File: config.mk
export PLATFORM = sky130hd
export DESIGN_NAME = spi_burst_engine
export DESIGN_NICKNAME = d
export VERILOG_FILES = /design/src/rtl/spi_burst_pkg.sv /design/src/rtl/spi_burst_regs.sv /design/src/rtl/spi_burst_buf.sv /design/src/rtl/spi_burst_fsm.sv /design/src/rtl/spi_burst_engine.sv
export SDC_FILE = /design/constraint.sdc
export NUM_CORES = 2
export LEC_CHECK = 0
export BUFFER_PORTS_ARGS = -buffer_cell sky130_fd_sc_hd__buf_4
export CAP_MARGIN = 15
export CORE_ASPECT_RATIO = 1.2
export CORE_MARGIN = 2
export CORE_UTILIZATION = 25
export CTS_CLUSTER_DIAMETER = 100
export CTS_CLUSTER_SIZE = 40
export DETAILED_ROUTE_END_ITERATION = 7
export GPL_TIMING_DRIVEN = 0
export HOLD_SLACK_MARGIN = 0.08
export MAX_ROUTING_LAYER = met4
export PLACE_DENSITY = 0.42
export SLEW_MARGIN = 20
export SYNTH_ARGS = -nofsm -noshare
export SYNTH_HDL_FRONTEND = slang
export SYNTH_HIERARCHICAL = 1
export SYNTH_SLANG_ARGS = --single-unit
export TNS_END_PERCENT = 1
File: constraint.sdc
create_clock -name clk -period 4.8 [get_ports clk]
set_input_delay 0 -clock clk [delete_from_list [all_inputs] [get_ports clk]]
set_output_delay 0 -clock clk [all_outputs]
set_load 0.02 [all_outputs]
File: src/rtl/spi_burst_pkg.sv
package spi_burst_pkg;

    typedef enum logic [2:0] {
        ST_IDLE,
        ST_LEAD,
        ST_SHIFT_LO,
        ST_SHIFT_HI,
        ST_TAIL
    } burst_state_e;

    // register byte offsets (below the buffer window)
    localparam int OFS_CMD  = 'h00;
    localparam int OFS_MODE = 'h08;
    localparam int OFS_CAP  = 'h1C;
    localparam int OFS_LEN  = 'h20;
    localparam int OFS_CS   = 'h2C;
    localparam int OFS_STAT = 'h30;

    // field positions
    localparam int START_BIT = 18;
    localparam int MM_BIT    = 17;
    localparam int CAP_BIT   = 0;
    localparam int LEN_LSB   = 17;
    localparam int HOLD_BIT  = 30;
    localparam int DONE_BIT  = 4;
    localparam int SRST_BIT  = 31;

endpackage

File: src/rtl/spi_burst_regs.sv
module spi_burst_regs
    import spi_burst_pkg::*;
#(
    parameter int ADDR_W = 7,
    parameter int BIT_W  = 9,
    parameter int WIDX_W = 4
) (
    input  logic              clk,
    input  logic              rst_n,
    input  logic              bus_we,
    input  logic [ADDR_W-1:0] bus_addr,
    input  logic [31:0]       bus_wdata,
    output logic [31:0]       bus_rdata,
    input  logic              busy,
    input  logic              done_set,
    input  logic [31:0]       buf_rdata,
    output logic              go,
    output logic              srst,
    output logic              cap_en,
    output logic              hold_cs,
    output logic [BIT_W-1:0]  len_last,
    output logic              buf_we,
    output logic [WIDX_W-1:0] buf_idx,
    output logic [31:0]       buf_wdata
);

    logic             mm_en_q, cap_q, hold_q, done_q;
    logic [BIT_W-1:0] len_q;
    logic             in_buf, buf_ok;
    logic             wr_cmd, wr_mode, wr_cap, wr_len, wr_cs, wr_stat;

    assign in_buf  = bus_addr[ADDR_W-1];
    assign buf_ok  = in_buf && (bus_addr[1:0] == 2'b00);
    assign buf_idx = WIDX_W'(bus_addr[ADDR_W-2:2]);
    assign buf_we  = bus_we && buf_ok;
    assign buf_wdata = bus_wdata;

    assign wr_cmd  = bus_we && (bus_addr == ADDR_W'(OFS_CMD));
    assign wr_mode = bus_we && (bus_addr == ADDR_W'(OFS_MODE));
    assign wr_cap  = bus_we && (bus_addr == ADDR_W'(OFS_CAP));
    assign wr_len  = bus_we && (bus_addr == ADDR_W'(OFS_LEN));
    assign wr_cs   = bus_we && (bus_addr == ADDR_W'(OFS_CS));
    assign wr_stat = bus_we && (bus_addr == ADDR_W'(OFS_STAT));

    assign go   = wr_cmd && bus_wdata[START_BIT] && !busy && !mm_en_q;
    assign srst = wr_stat && bus_wdata[SRST_BIT];

    assign cap_en   = cap_q;
    assign hold_cs  = hold_q;
    assign len_last = len_q;

    always_ff @(posedge clk or negedge rst_n) begin
        if (!rst_n) begin
            mm_en_q <= 1'b1;
            cap_q   <= 1'b0;
            hold_q  <= 1'b0;
            len_q   <= '0;
            done_q  <= 1'b0;
        end else begin
            if (wr_mode) mm_en_q <= bus_wdata[MM_BIT];
            if (wr_cap)  cap_q   <= bus_wdata[CAP_BIT];
            if (wr_len)  len_q   <= bus_wdata[LEN_LSB +: BIT_W];
            if (wr_cs)   hold_q  <= bus_wdata[HOLD_BIT];
            if (done_set)
                done_q <= 1'b1;
            else if (wr_stat && !bus_wdata[DONE_BIT])
                done_q <= 1'b0;
        end
    end

    always_comb begin
        bus_rdata = '0;
        case (bus_addr)
            ADDR_W'(OFS_CMD):  bus_rdata[START_BIT] = busy;
            ADDR_W'(OFS_MODE): bus_rdata[MM_BIT]    = mm_en_q;
            ADDR_W'(OFS_CAP):  bus_rdata[CAP_BIT]   = cap_q;
            ADDR_W'(OFS_LEN):  bus_rdata[LEN_LSB +: BIT_W] = len_q;
            ADDR_W'(OFS_CS):   bus_rdata[HOLD_BIT]  = hold_q;
            ADDR_W'(OFS_STAT): bus_rdata[DONE_BIT]  = done_q;
            default:           bus_rdata = buf_ok ? buf_rdata : '0;
        endcase
    end

    assert_done_sticky_R6: assert property (@(posedge clk) disable iff (!rst_n)
        (done_q && !(wr_stat && !bus_wdata[DONE_BIT])) |=> done_q);

    assert_done_from_burst_R6: assert property (@(posedge clk) disable iff (!rst_n)
        $rose(done_q) |-> $past(busy));

    assert_mm_blocks_start_R9: assert property (@(posedge clk) disable iff (!rst_n)
        $rose(busy) |-> !$past(mm_en_q));

endmodule

File: src/rtl/spi_burst_buf.sv
module spi_burst_buf #(
    parameter int WORDS  = 16,
    parameter int WIDX_W = 4,
    parameter int BIT_W  = 9
) (
    input  logic              clk,
    input  logic              rst_n,
    input  logic              bus_we,
    input  logic [WIDX_W-1:0] bus_idx,
    input  logic [31:0]       bus_wdata,
    output logic [31:0]       bus_rdata,
    input  logic              cap_we,
    input  logic [BIT_W-1:0]  cap_idx,
    input  logic              cap_bit,
    input  logic [BIT_W-1:0]  fetch_idx,
    output logic              fetch_bit
);

    logic [WORDS*32-1:0] mem_flat;
    logic [BIT_W-1:0]    cap_pos, fetch_pos;

    // burst bit b -> byte b/8, bit 7-(b%8); byte j sits in lane j%4 of word j/4
    assign cap_pos   = {cap_idx[BIT_W-1:3],   ~cap_idx[2:0]};
    assign fetch_pos = {fetch_idx[BIT_W-1:3], ~fetch_idx[2:0]};

    for (genvar w = 0; w < WORDS; w++) begin : g_word
        logic [31:0] word_q;
        always_ff @(posedge clk or negedge rst_n) begin
            if (!rst_n) begin
                word_q <= '0;
            end else begin
                if (bus_we && bus_idx == WIDX_W'(w))
                    word_q <= bus_wdata;
                if (cap_we && cap_pos[BIT_W-1:5] == WIDX_W'(w))
                    word_q[cap_pos[4:0]] <= cap_bit;
            end
        end
        assign mem_flat[w*32 +: 32] = word_q;
    end

    assign bus_rdata = mem_flat[{bus_idx, 5'b00000} +: 32];
    assign fetch_bit = mem_flat[fetch_pos];

endmodule

File: src/rtl/spi_burst_fsm.sv
module spi_burst_fsm
    import spi_burst_pkg::*;
#(
    parameter int BIT_W = 9
) (
    input  logic             clk,
    input  logic             rst_n,
    input  logic             tick,
    input  logic             go,
    input  logic             srst,
    input  logic [BIT_W-1:0] len_last,
    input  logic             hold_cs,
    input  logic             cap_en,
    input  logic             miso,
    input  logic             fetch_bit,
    output logic [BIT_W-1:0] fetch_idx,
    output logic             cap_we,
    output logic [BIT_W-1:0] cap_idx,
    output logic             cap_bit,
    output logic             busy,
    output logic             done_set,
    output logic             sclk,
    output logic             cs_n,
    output logic             mosi
);

    burst_state_e     state_q, state_d;
    logic [BIT_W-1:0] bit_q, last_q;
    logic             lead_q;
    logic             last_bit;

    assign last_bit = (bit_q == last_q);

    always_comb begin
        state_d = state_q;
        unique case (state_q)
            ST_IDLE:     if (go) state_d = ST_LEAD;
            ST_LEAD:     if (tick && lead_q) state_d = ST_SHIFT_LO;
            ST_SHIFT_LO: if (tick) state_d = ST_SHIFT_HI;
            ST_SHIFT_HI: if (tick) state_d = last_bit ? ST_TAIL : ST_SHIFT_LO;
            ST_TAIL:     if (tick) state_d = ST_IDLE;
            default:     state_d = ST_IDLE;
        endcase
        if (srst) state_d = ST_IDLE;
    end

    // state register
    always_ff @(posedge clk or negedge rst_n) begin
        if (!rst_n) state_q <= ST_IDLE;
        else        state_q <= state_d;
    end

    // outputs and counters
    always_ff @(posedge clk or negedge rst_n) begin
        if (!rst_n) begin
            sclk   <= 1'b0;
            cs_n   <= 1'b1;
            mosi   <= 1'b0;
            bit_q  <= '0;
            last_q <= '0;
            lead_q <= 1'b0;
        end else if (srst) begin
            sclk   <= 1'b0;
            cs_n   <= 1'b1;
            bit_q  <= '0;
            lead_q <= 1'b0;
        end else begin
            unique case (state_q)
                ST_IDLE: if (go) begin
                    cs_n   <= 1'b0;
                    bit_q  <= '0;
                    lead_q <= 1'b0;
                    last_q <= len_last;
                    mosi   <= fetch_bit;
                end
                ST_LEAD: if (tick) lead_q <= 1'b1;
                ST_SHIFT_LO: if (tick) sclk <= 1'b1;
                ST_SHIFT_HI: if (tick) begin
                    sclk <= 1'b0;
                    if (!last_bit) begin
                        bit_q <= bit_q + 1'b1;
                        mosi  <= fetch_bit;
                    end
                end
                ST_TAIL: if (tick && !hold_cs) cs_n <= 1'b1;
                default: ;
            endcase
        end
    end

    assign fetch_idx = (state_q == ST_IDLE) ? '0 : bit_q + 1'b1;
    assign cap_we    = (state_q == ST_SHIFT_LO) && tick && cap_en && !srst;
    assign cap_idx   = bit_q;
    assign cap_bit   = miso;
    assign busy      = (state_q != ST_IDLE);
    assign done_set  = (state_q == ST_TAIL) && tick && !srst;

    assert_sclk_on_tick_R4: assert property (@(posedge clk) disable iff (!rst_n)
        (sclk != $past(sclk)) |-> ($past(tick) || $past(srst)));

    assert_mosi_steady_high_R4: assert property (@(posedge clk) disable iff (!rst_n)
        (sclk && $past(sclk)) |-> $stable(mosi));

    assert_cs_low_while_clocking_R7: assert property (@(posedge clk) disable iff (!rst_n)
        sclk |-> !cs_n);

    assert_bit_in_range_R3: assert property (@(posedge clk) disable iff (!rst_n)
        (state_q inside {ST_SHIFT_LO, ST_SHIFT_HI}) |-> (bit_q <= last_q));

    assert_no_restart_R8: assert property (@(posedge clk) disable iff (!rst_n)
        ((state_q inside {ST_SHIFT_LO, ST_SHIFT_HI, ST_TAIL}) && !srst) |=> (state_q != ST_LEAD));

    assert_srst_idle_R10: assert property (@(posedge clk) disable iff (!rst_n)
        srst |=> (state_q == ST_IDLE && cs_n && !sclk));

endmodule

File: src/rtl/spi_burst_engine.sv
module spi_burst_engine #(
    parameter int  BUF_BYTES = 64,
    localparam int ADDR_W    = $clog2(BUF_BYTES) + 1
) (
    input  logic              clk,
    input  logic              rst_n,
    input  logic              bus_we,
    input  logic [ADDR_W-1:0] bus_addr,
    input  logic [31:0]       bus_wdata,
    output logic [31:0]       bus_rdata,
    input  logic              sck_tick,
    output logic              spi_sclk,
    output logic              spi_cs_n,
    output logic              spi_mosi,
    input  logic              spi_miso
);

    localparam int WORDS  = BUF_BYTES / 4;
    localparam int WIDX_W = $clog2(WORDS);
    localparam int BIT_W  = $clog2(BUF_BYTES * 8);

    logic              go, srst, cap_en, hold_cs, busy, done_set;
    logic [BIT_W-1:0]  len_last, fetch_idx, cap_idx;
    logic              buf_we, cap_we, cap_bit, fetch_bit;
    logic [WIDX_W-1:0] buf_idx;
    logic [31:0]       buf_wdata, buf_rdata;

    spi_burst_regs #(.ADDR_W(ADDR_W), .BIT_W(BIT_W), .WIDX_W(WIDX_W)) u_regs (
        .clk(clk), .rst_n(rst_n),
        .bus_we(bus_we), .bus_addr(bus_addr), .bus_wdata(bus_wdata), .bus_rdata(bus_rdata),
        .busy(busy), .done_set(done_set), .buf_rdata(buf_rdata),
        .go(go), .srst(srst), .cap_en(cap_en), .hold_cs(hold_cs), .len_last(len_last),
        .buf_we(buf_we), .buf_idx(buf_idx), .buf_wdata(buf_wdata)
    );

    spi_burst_buf #(.WORDS(WORDS), .WIDX_W(WIDX_W), .BIT_W(BIT_W)) u_buf (
        .clk(clk), .rst_n(rst_n),
        .bus_we(buf_we), .bus_idx(buf_idx), .bus_wdata(buf_wdata), .bus_rdata(buf_rdata),
        .cap_we(cap_we), .cap_idx(cap_idx), .cap_bit(cap_bit),
        .fetch_idx(fetch_idx), .fetch_bit(fetch_bit)
    );

    spi_burst_fsm #(.BIT_W(BIT_W)) u_fsm (
        .clk(clk), .rst_n(rst_n), .tick(sck_tick), .go(go), .srst(srst),
        .len_last(len_last), .hold_cs(hold_cs), .cap_en(cap_en),
        .miso(spi_miso), .fetch_bit(fetch_bit), .fetch_idx(fetch_idx),
        .cap_we(cap_we), .cap_idx(cap_idx), .cap_bit(cap_bit),
        .busy(busy), .done_set(done_set),
        .sclk(spi_sclk), .cs_n(spi_cs_n), .mosi(spi_mosi)
    );

endmodule

==> key figures <==
Logic synthesis
  – Mapped Area: 36800 sq um
  – Avg Cell Area, Syn: 9.75 sq um
  – Syn_nets: 3820
  – Most instantiated library cell after synthesis: mux2i_1
  – Count of flip-flops with a built-in enable after synthesis: 0
  – Register area share after synthesis: 37.4%
  – Ranking of synthesized cells by area: dfrtp_1 (37%), mux2i_1 (18%), mux4_2 (14%), o21ai_0 (6.6%), nor2_1 (5.8%)
  – Flops & latches, synth: 550
  – Leading area contributor after synthesis: dfrtp_1
  – Most frequent cells after synthesis: mux2i_1 (676), nor2_1 (570), dfrtp_1 (548)
  – Netlist cell types: 69
  – Async set or reset register ratio after synthesis: 100%
  – Synth Instances: 3775
  – Synth Warn #: 6
  – Top_reg_cell synth: dfrtp_1
  – Yosys top cell area share: 37.3%

Layout
  – Synth-to-layout area growth: 13.5%
  – Register area: 13800 sq um
  – Final #Nets: 3972
  – Layout cell share with drive strength beyond 1: 14.6%
  – Fillcell total: 15600
  – Post-Layout Cell Count: 5914
  – Footprint of the multi-input gates: 21300 sq um

Clocking
  – Clock root cell: clkbuf_16
  – Later-pin clock latency in the skew report: 0.70 ns
  – H-tree levels: 1
  – Number of post-CTS setup repair buffers: 0
  – Number of clock sinks: 550
  – Total CTS buffers: 29
  – Clock Pin Slew Worst Setup and Hold Paths: 0.12 ns
  – TritonCTS clock tree: built
  – CTS Buffer Depth: 3

Place
  – Dpl hpwl: 161000 um
  – Dpl cells: 5793
  – Gpl congestion: 1.06
  – PortBufs: 57

Floorplan
  – Die ar.: 150000 sq um
  – CORE AREA: 146000 sq um
  – Initial Util: 25.1%
  – Die Y-Extent: 424 um
  – Cell Rows: 154
  – Top Ports: 79
  – Die Wd: 354 um

Pwr
  – Sw Share: 42.5%
  – Combinational cell fraction of total power: 35.4%
  – Net Sw Power: 5.85 mW
  – Internal power: 7.92 mW
  – Peak supply drop: 0.313 mV
  – Clock power frac: 24.8%
  – Leakage power: 16.0 nW
  – Reg power frac: 39.8%
  – PD cells: 330 nW/um^2

Global routing
  – Largest net degree at the start of global routing: 84
  – First-pass GRT wire length: 289000 um
  – GRT Overall Usage: 28.7%
  – Initial antenna violation count: 15
  – Grt total ovfl: 0
  – Number of global-route vias before repair: 31600

STA
  – Clk_skew: 0.0278 ns
  – Worst Slack Setup Final: -0.310 ns
  – Final min period: 5.11 ns
  – Worst-Margin Slew: 1.33 ns
  – Tcrit/Tclk final: 106%
  – Endpoints failing setup: 1
  – Unrepaired setup endpoints after global routing: yes
  – Rel. slew slack: 10.7%
  – Slew Limit Fails: 0
  – Max Clock Freq: 0.196 GHz
  – WHS: 0.117 ns
  – Final hold violations: 0

Drt
  – Drt wl/cell: 36.4 um
  – Post-DRT Antenna Nets: 0
  – Vias per cell: 5.67
  – Drc violations: 0
  – Total number of vias: 33600
  – Detailed Route Iter0 Violations: 4619
  – Final wirelength: 215000 um
  – First-pass detailed-route iteration total: 6

Min path
  – Hold depth: 7
  – Hold path endpoint: u_fsm/lead_q
  – Worst hold path type: input port to register
  – Hold path startpoint: bus_we

Setup path
  – Reg-to-reg setup timing slack: -0.31 ns
  – Worst R2R Path Depth: 14
  – WS Path Type: register to register
  – CP Launch Type: register
  – CP arrival: 5.73 ns
  – Crit end category: register
  – Worst r2r dst: u_fsm/mosi
  – WP data required: 5.42 ns
  – CP max FO: 10
  – R2r startpoint: u_fsm/state_q[2]

Run status
  – Status: complete, but fails checks
  – Failing checks: negative setup slack

Job
  – Max cap viols: 0
## placed cells by master, fill, tap and decap left out, types with 24 or more instances in the layout
cell and n:
dlygate4sd3_1 52, dfrtp_1 547, mux4_2 229, and2_1 27, o21ai_0 483, o221ai_1 54, nor2_1 567, buf_2 74
nand2_1 540, clkbuf_1 189, mux2i_1 670, a21oi_1 43, clkbuf_2 29, buf_4 105, o22ai_1 28, clkbuf_16 29
mux2_2 24
## logic make-up (layout without fill, tap and decap cells)
family | Yosys count | after routing | share of synthesized area (%)
xor gates and xnor gates | 16 | 16 | 0.401
adders and majority gates | 1 | 1 | 0.0340
other | 0 | 15 | 0
buffers and inverters | 379 | 553 | 5.04
AOI/OAI and AO/OA | 651 | 651 | 9.97
muxes | 932 | 932 | 33.3
and+or+nand+nor | 1246 | 1246 | 13.8
DFF | 550 | 550 | 37.4
## per-stage QoR
| step | setup TNS [ns] | power (mW) | setup slack [ns] | utilization, % | instance area (sq um) |
|---|---|---|---|---|---|
| 2_1_floorplan | 0 | 7.78 | 1.48 | - | 36800 |
| 3_3_place_gp | -1850.63 | 10.1 | -3.47 | 27.1 | 39700 |
| 3_5_place_dp | -0.969 | 10.1 | -0.969 | 27.3 | 40000 |
| 4_1_cts | 0 | 13.6 | 0.00539 | 28.5 | 41700 |
| 5_1_grt | -0.118 | 13.9 | -0.118 | 28.5 | 41800 |
| 6_report | -0.310 | 13.8 | -0.310 | 28.5 | 41800 |
## per-layer routing
layer  vias up  GRT usage [%]  share of wire, %
met1     17300           34.6                39
li1      13800              -                 -
met4         0           18.1               7.7
met2      1936           44.0                45
met5         -              -                 0
met3       516           5.65               8.2
## registers in the layout, summed over array words and instances (netlist names), 3 cells and up
register / cells
u_buf/g_word.word_q: 512
u_fsm/cap_idx: 9
u_fsm/last_q: 9
u_fsm/state_q: 3
u_regs/len_last: 9
## layout make-up
type | count | area share [%]
diodes | 15 | 0.0899
plain buffers | 372 | 4.53
clock buffers | 31 | 1.80
clock inverters | 22 | 0.761
inverters | 7 | 0.0629
multi-input cells | 2846 | 50.9
flip-flops and latches | 550 | 33.0
well taps | 1950 | 5.84
repair buffers | 121 | 3.04
## worst max path at each step
| stage | startpoint | to |
|---|---|---|
| 2_1_floorplan | u_fsm/state_q[2] | u_fsm/mosi |
| 3_3_place_gp | rst_n | u_buf/g_word[12].word_q[26] |
| 3_5_place_dp | u_fsm/state_q[2] | u_fsm/mosi |
| 4_1_cts | u_fsm/state_q[2] | u_fsm/mosi |
| 5_1_grt | u_fsm/state_q[2] | u_fsm/mosi |
| 6_report | u_fsm/state_q[2] | u_fsm/mosi |
## worst max-delay path, stage by stage, from the launching register on
cell	delay, ns
dfrtp_1	0.47
nor3_2	0.11
clkbuf_2	0.21
clkbuf_2	0.27
nor2_2	0.70
nand2_1	0.19
clkbuf_2	0.40
buf_4	0.35
o221ai_1	0.81
o22ai_1	0.19
nor2_1	0.21
o22ai_1	0.10
a221o_1	0.37
nand4_1	0.38
mux2_2	0.23
## power groups by stage
stage | logic (mW) | clock network, mW | registers [mW]
2_1_floorplan | 2.46 | 0 | 5.32
3_3_place_gp | 4.53 | 0 | 5.55
3_5_place_dp | 4.59 | 0 | 5.54
4_1_cts | 4.67 | 3.49 | 5.46
5_1_grt | 4.82 | 3.62 | 5.51
6_report | 4.88 | 3.41 | 5.48
## repair_timing
action / in CTS / in global routing
resized for setup: 24 / 6
hold buffers: 53 / 0
endpoints found under the setup margin: 1 / 52
hold endpoints to repair: 561 / 0
Note: power is estimated with default switching activity, not from simulation.
